### src/rtl/fpwm_pkg.sv
package fpwm_pkg;

    // Pin mode encoding shared by both channels
    typedef enum logic [1:0] {
        WM_OFF    = 2'd0,
        WM_TOGGLE = 2'd1,
        WM_NONINV = 2'd2,
        WM_INV    = 2'd3
    } wave_mode_e;

    // Level state of a channel's waveform machine
    typedef enum logic {
        LVL_LOW  = 1'b0,
        LVL_HIGH = 1'b1
    } level_e;

    // Divider select codes
    localparam logic [2:0] SEL_DIV1    = 3'd1;
    localparam logic [2:0] SEL_DIV8    = 3'd2;
    localparam logic [2:0] SEL_DIV64   = 3'd3;
    localparam logic [2:0] SEL_DIV256  = 3'd4;
    localparam logic [2:0] SEL_DIV1024 = 3'd5;

    // Division factors
    localparam int DIV_F1 = 8;
    localparam int DIV_F2 = 64;
    localparam int DIV_F3 = 256;
    localparam int DIV_F4 = 1024;

endpackage

### src/rtl/fpwm_prescaler.sv
module fpwm_prescaler
    import fpwm_pkg::*;
#(
    parameter int PRE_W = 10
) (
    input  logic       clk,
    input  logic       rst,
    input  logic [2:0] sel,
    output logic       tick
);

    logic [PRE_W-1:0] pre_q;
    logic [PRE_W-1:0] mask;
    logic             run;

    // Mask of low divider bits that must all be one for a pulse
    always_comb begin
        run  = 1'b1;
        mask = '0;
        unique case (sel)
            SEL_DIV1:    mask = '0;
            SEL_DIV8:    mask = PRE_W'(DIV_F1 - 1);
            SEL_DIV64:   mask = PRE_W'(DIV_F2 - 1);
            SEL_DIV256:  mask = PRE_W'(DIV_F3 - 1);
            SEL_DIV1024: mask = PRE_W'(DIV_F4 - 1);
            default:     run  = 1'b0;
        endcase
    end

    always_ff @(posedge clk) begin
        if (rst || !run) begin
            pre_q <= '0;
        end else begin
            pre_q <= pre_q + 1'b1;
        end
    end

    assign tick = run && ((pre_q & mask) == mask);

endmodule

### src/rtl/fpwm_counter.sv
module fpwm_counter #(
    parameter int CNT_W = 8
) (
    input  logic             clk,
    input  logic             rst,
    input  logic             tick,
    input  logic [CNT_W-1:0] top_val,
    output logic [CNT_W-1:0] count,
    output logic             wrap
);

    logic [CNT_W-1:0] count_q;
    logic             at_top;

    assign at_top = (count_q == top_val);
    assign wrap   = tick && at_top;
    assign count  = count_q;

    always_ff @(posedge clk) begin
        if (rst) begin
            count_q <= '0;
        end else if (tick) begin
            count_q <= at_top ? '0 : count_q + 1'b1;
        end
    end

endmodule

### src/rtl/fpwm_flag.sv
module fpwm_flag (
    input  logic clk,
    input  logic rst,
    input  logic set,
    input  logic clr,
    output logic q
);

    // Set has priority over clear
    always_ff @(posedge clk) begin
        if (rst) begin
            q <= 1'b0;
        end else if (set) begin
            q <= 1'b1;
        end else if (clr) begin
            q <= 1'b0;
        end
    end

endmodule

### src/rtl/fpwm_channel.sv
module fpwm_channel
    import fpwm_pkg::*;
#(
    parameter int CNT_W = 8
) (
    input  logic             clk,
    input  logic             rst,
    input  logic             tick,
    input  logic             wrap,
    input  logic [CNT_W-1:0] count,
    input  logic [CNT_W-1:0] cmp_in,
    input  logic [1:0]       mode_in,
    input  logic             toggle_ok,
    output logic [CNT_W-1:0] cmp_active,
    output logic             hit,
    output logic             wave
);

    wave_mode_e       mode;
    level_e           lvl_q;
    level_e           lvl_d;
    logic [CNT_W-1:0] act_q;
    logic             toggle_en;
    logic             driven;

    assign mode       = wave_mode_e'(mode_in);
    assign toggle_en  = (mode == WM_TOGGLE) && toggle_ok;
    assign hit        = tick && (count == act_q);
    assign cmp_active = act_q;

    // Staged compare value is copied in only at the wrap
    always_ff @(posedge clk) begin
        if (rst) begin
            act_q <= '0;
        end else if (wrap) begin
            act_q <= cmp_in;
        end
    end

    // State register
    always_ff @(posedge clk) begin
        if (rst) begin
            lvl_q <= LVL_LOW;
        end else begin
            lvl_q <= lvl_d;
        end
    end

    // Next-state logic: the wrap wins over a match in the same pulse
    always_comb begin
        lvl_d = lvl_q;
        unique case (lvl_q)
            LVL_LOW: begin
                if (mode == WM_NONINV && wrap) begin
                    lvl_d = LVL_HIGH;
                end else if (mode == WM_INV && hit && !wrap) begin
                    lvl_d = LVL_HIGH;
                end else if (toggle_en && hit) begin
                    lvl_d = LVL_HIGH;
                end
            end
            LVL_HIGH: begin
                if (mode == WM_NONINV && hit && !wrap) begin
                    lvl_d = LVL_LOW;
                end else if (mode == WM_INV && wrap) begin
                    lvl_d = LVL_LOW;
                end else if (toggle_en && hit) begin
                    lvl_d = LVL_LOW;
                end
            end
            default: lvl_d = LVL_LOW;
        endcase
    end

    // Output logic
    always_comb begin
        driven = (mode == WM_NONINV) || (mode == WM_INV) || toggle_en;
        wave   = driven && (lvl_q == LVL_HIGH);
    end

endmodule

### src/rtl/fpwm_timer.sv
module fpwm_timer
    import fpwm_pkg::*;
#(
    parameter int CNT_W = 8,
    parameter int PRE_W = 10
) (
    input  logic             clk,
    input  logic             rst,
    input  logic [2:0]       clk_sel,
    input  logic             top_from_a,
    input  logic [CNT_W-1:0] cmp_a,
    input  logic [CNT_W-1:0] cmp_b,
    input  logic [1:0]       mode_a,
    input  logic [1:0]       mode_b,
    input  logic             clr_ovf,
    input  logic             clr_match_a,
    input  logic             clr_match_b,
    output logic             wave_a,
    output logic             wave_b,
    output logic [CNT_W-1:0] count,
    output logic             ovf_flag,
    output logic             match_a_flag,
    output logic             match_b_flag
);

    localparam int               NCH     = 2;
    localparam int               CH_A    = 0;
    localparam int               CH_B    = 1;
    localparam logic [CNT_W-1:0] CNT_MAX = '1;

    logic             tick;
    logic             wrap;
    logic [CNT_W-1:0] top_val;

    logic [CNT_W-1:0] cmp_arr  [NCH];
    logic [1:0]       mode_arr [NCH];
    logic             clr_arr  [NCH];
    logic             tog_ok   [NCH];
    logic [CNT_W-1:0] act_arr  [NCH];
    logic             hit_arr  [NCH];
    logic             wave_arr [NCH];
    logic             flag_arr [NCH];

    assign cmp_arr[CH_A]  = cmp_a;
    assign cmp_arr[CH_B]  = cmp_b;
    assign mode_arr[CH_A] = mode_a;
    assign mode_arr[CH_B] = mode_b;
    assign clr_arr[CH_A]  = clr_match_a;
    assign clr_arr[CH_B]  = clr_match_b;

    assign top_val = top_from_a ? act_arr[CH_A] : CNT_MAX;

    fpwm_prescaler #(.PRE_W(PRE_W)) u_pre (
        .clk  (clk),
        .rst  (rst),
        .sel  (clk_sel),
        .tick (tick)
    );

    fpwm_counter #(.CNT_W(CNT_W)) u_cnt (
        .clk     (clk),
        .rst     (rst),
        .tick    (tick),
        .top_val (top_val),
        .count   (count),
        .wrap    (wrap)
    );

    fpwm_flag u_ovf (
        .clk (clk),
        .rst (rst),
        .set (wrap),
        .clr (clr_ovf),
        .q   (ovf_flag)
    );

    for (genvar gi = 0; gi < NCH; gi++) begin : g_ch
        // Toggle mode exists only on the channel that can define TOP
        assign tog_ok[gi] = (gi == CH_A) ? top_from_a : 1'b0;

        fpwm_channel #(.CNT_W(CNT_W)) u_ch (
            .clk        (clk),
            .rst        (rst),
            .tick       (tick),
            .wrap       (wrap),
            .count      (count),
            .cmp_in     (cmp_arr[gi]),
            .mode_in    (mode_arr[gi]),
            .toggle_ok  (tog_ok[gi]),
            .cmp_active (act_arr[gi]),
            .hit        (hit_arr[gi]),
            .wave       (wave_arr[gi])
        );

        fpwm_flag u_mflag (
            .clk (clk),
            .rst (rst),
            .set (hit_arr[gi]),
            .clr (clr_arr[gi]),
            .q   (flag_arr[gi])
        );
    end

    assign wave_a       = wave_arr[CH_A];
    assign wave_b       = wave_arr[CH_B];
    assign match_a_flag = flag_arr[CH_A];
    assign match_b_flag = flag_arr[CH_B];

endmodule

### config.mk
export PLATFORM = sky130hd
export DESIGN_NAME = fpwm_timer
export DESIGN_NICKNAME = d
export VERILOG_FILES = /design/src/rtl/fpwm_pkg.sv /design/src/rtl/fpwm_prescaler.sv /design/src/rtl/fpwm_counter.sv /design/src/rtl/fpwm_flag.sv /design/src/rtl/fpwm_channel.sv /design/src/rtl/fpwm_timer.sv
export SDC_FILE = /design/constraint.sdc
export NUM_CORES = 1
export LEC_CHECK = 0
export CORE_UTILIZATION = 30
export DETAILED_ROUTE_END_ITERATION = 8
export PLACE_DENSITY = 0.51
export SETUP_SLACK_MARGIN = 0.02
export SKIP_CTS_REPAIR_TIMING = 1
export SYNTH_ARGS = -nofsm -noshare
export SYNTH_HDL_FRONTEND = slang
export SYNTH_SLANG_ARGS = --single-unit
### constraint.sdc
create_clock -name clk -period 5.5 [get_ports clk]
set_clock_uncertainty 0.1 [all_clocks]
set_input_delay 0.55 -clock clk [delete_from_list [all_inputs] [get_ports clk]]
set_output_delay 0.55 -clock clk [all_outputs]
set_load 0.02 [all_outputs]
==> results.yml <==
placement:
  dpl-instance-area_um2: 2530
  portBuffers: 41
  globalplace.congestion: 0.778
  dp_slack_ps: 2730
  hpwlAfterDp_um: 3480
cells_and_area:
  syn_to_final_growth_pct: 27.2
  fin_util_pct: 40.5
  drive_gt1_share_pct: 7.89
  final_cell_area_um2: 2650
  num_antenna_cells: 0
  final_nets: 309
timing:
  finalSetupViolations: 0
  maxSlewHeadroom_pct: 22.7
  fmax_mhz: 389
  worstMarginPinSlew_ps: 1150
  drv_slew: 0
  fin_ws_ps: 2930
  fin_crit_ps: 2570
  finalCritPeriodShare_pct: 46.7
  rsz0062_at_grt: "false"
  fin_setup_tns_ps: 0
  hold_viol: 0
synth:
  yosysMostFrequentCell: "dfxtp_1"
  synth_warnings: 0
  yosys_most_used_dff: "dfxtp_1"
  synth_seq_area_share_pct: 37.5
  syn_nets: 268
  synth_common_cells: "dfxtp_1 (39), nor2_1 (35), inv_1 (16), mux2i_1 (16), xor2_1 (14)"
  avgSynthCellArea_um2: 8.78
  synthArstFlopShare_pct: 0
  syn_area_um2: 2080
  ys_types: 48
  yosysTopAreaCell: "dfxtp_1"
  synth_top_area_share_pct: 37.5
  synth_edf_count: 0
  synth_top_cells_by_area: "dfxtp_1 (38%), mux2i_1 (7.7%), nor2_1 (6.3%)"
  synthCells: 237
  synth-seq-cells: 39
critical_path:
  critPathMaxFanout: 6
  path_class: "primary input to output pin"
  end_kind: "output pin"
  crit_slowest_cell: "clkdlybuf4s50_1"
  crit_path_max_incr_delay_ps: 600
  crit_buf_inv: 2
  start_kind: "primary input"
  path_cells: "clkdlybuf4s50_1 > a21oi_1 > nor2b_1 > clkdlybuf4s50_1"
  critPathTopFamily: "buffers and inverters"
  crit_required_ps: 4850
  arrival_ps: 1920
  crit_top_cell: "clkdlybuf4s50_1"
clock_tree:
  htreeDepth: 2
  path_clk_slew_ps: 70
  root_buffer: "clkbuf_8"
  cts_buffer_depth: 2
  cts_buffers: 5
  cts.sinks: 39
  clk_latency_ps: 290
  cts_tree: "yes"
global_route:
  grt_pass1_wl_um: 7890
  grt_pass1_vias: 1623
  grt.total_usage_pct: 13.8
  overflow: 0
  antenna_found_initial: 0
  grt_max_degree: 33
routing:
  ant_nets: 0
  routed_via_density: 4.99
  vias: 1775
  post-route-drc-count: 0
  post_drt_wl_per_cell_um: 13.6
  drtPass1Iterations: 4
  drt-initial-drc-count: 107
  drt-total-wl_um: 4830
die:
  num_rows: 29
  die_h_um: 85.3
  ioPinCount: 42
  start_util_pct: 31.9
  coreArea_um2: 6530
  die_area_um2: 7270
  dieWidth_um: 85.3
power_and_ir_drop:
  p_leak_nw: 0.976
  peakVddDrop_mv: 0.0871
  powerDensity_nw_per_um2: 227
job:
  drv_cap: 0
hold_path:
  hold_class: "register to register"
outcome:
  status: "complete, no violations"
[routing by layer]
| metal | GRT usage, % | up-vias | wire (µm) |
|---|---|---|---|
| li1 | - | 906 | - |
| met1 | 19.7 | 816 | 2470 |
| met2 | 20.1 | 51 | 2070 |
| met3 | 3.50 | 2 | 249 |
| met4 | 4.55 | 0 | 36 |
| met5 | 0 | - | 0 |
[power breakdown]
part / internal [W] / switching, W / total, W / leakage, nW
clock network: 0.000135 / 0.000105 / 0.000240 / 0.0581
registers: 0.000287 / 0.00000455 / 0.000291 / 0.315
logic: 0.0000355 / 0.0000332 / 0.0000687 / 0.603
[cell usage in the layout, fill, tap and decap left out, types with 5 or more instances in the layout]
cell type         n
clkbuf_8          5
dfxtp_1          39
nand3_1          12
xnor2_1           6
inv_1            16
mux2i_1          16
nor3_1            5
a21oi_1          11
nand2_1          13
clkdlybuf4s50_1  41
xor2_1           14
nor2_1           35
[path summary, 6_finish.rpt]
kind | startpoint | end | slack (ps) | cells after the start
worst max-delay path | mode_a[0] | wave_a | 2930 | 4
worst min-delay path | u_pre.pre_q[0]$_SDFF_PP0_ | u_pre.pre_q[0]$_SDFF_PP0_ | 370 | 1
worst max register to register | u_cnt.count[0]$_SDFFE_PP0N_ | g_ch[1].u_ch.cmp_active[1]$_SDFFE_PP0P_ | 3220 | 6
worst min register to register | u_pre.pre_q[0]$_SDFF_PP0_ | u_pre.pre_q[0]$_SDFF_PP0_ | 370 | 1
[cells by family (layout without fill, tap and decap cells)]
| group | count (synthesis) | count (layout) | synth area share (%) |
|---|---|---|---|
| AO/OA/AOI/OAI | 39 | 39 | 15.0 |
| XOR/XNOR | 20 | 20 | 8.42 |
| adder cells (fa/ha/maj) | 2 | 2 | 1.20 |
| buffers and inverters | 25 | 67 | 6.01 |
| flip-flops | 39 | 39 | 37.5 |
| multiplexers | 16 | 16 | 7.70 |
| AND/OR/NAND/NOR | 96 | 96 | 24.2 |
[flip-flops by register name, indices dropped and copies added, names as in the netlist]
register	cells
u_ovf.q	1
g_ch.u_ch.lvl_q	2
u_cnt.count	8
g_ch.u_ch.cmp_active	16
g_ch.u_mflag.q	2
u_pre.pre_q	10
[cell type report]
type | instances | area (µm²)
Clock buffer | 5 | 68.8
Clock inverter | 3 | 43.8
Fill cell | 685 | 3880
Inverter | 17 | 63.8
Multi-Input combinational cell | 173 | 1170
Sequential cell | 39 | 781
Tap cell | 77 | 96.3
Timing Repair Buffer | 42 | 418
[per-stage QoR]
stage                     hold WS (ps)  std cells  total power [W]
final                              371        356         0.000601
after global routing               415        356         0.000628
after CTS                          373        356         0.000610
after detailed placement           355        348         0.000367
after global placement             346        348         0.000367
after floorplan                    326        237         0.000332
(Power assumes the default switching activity.)
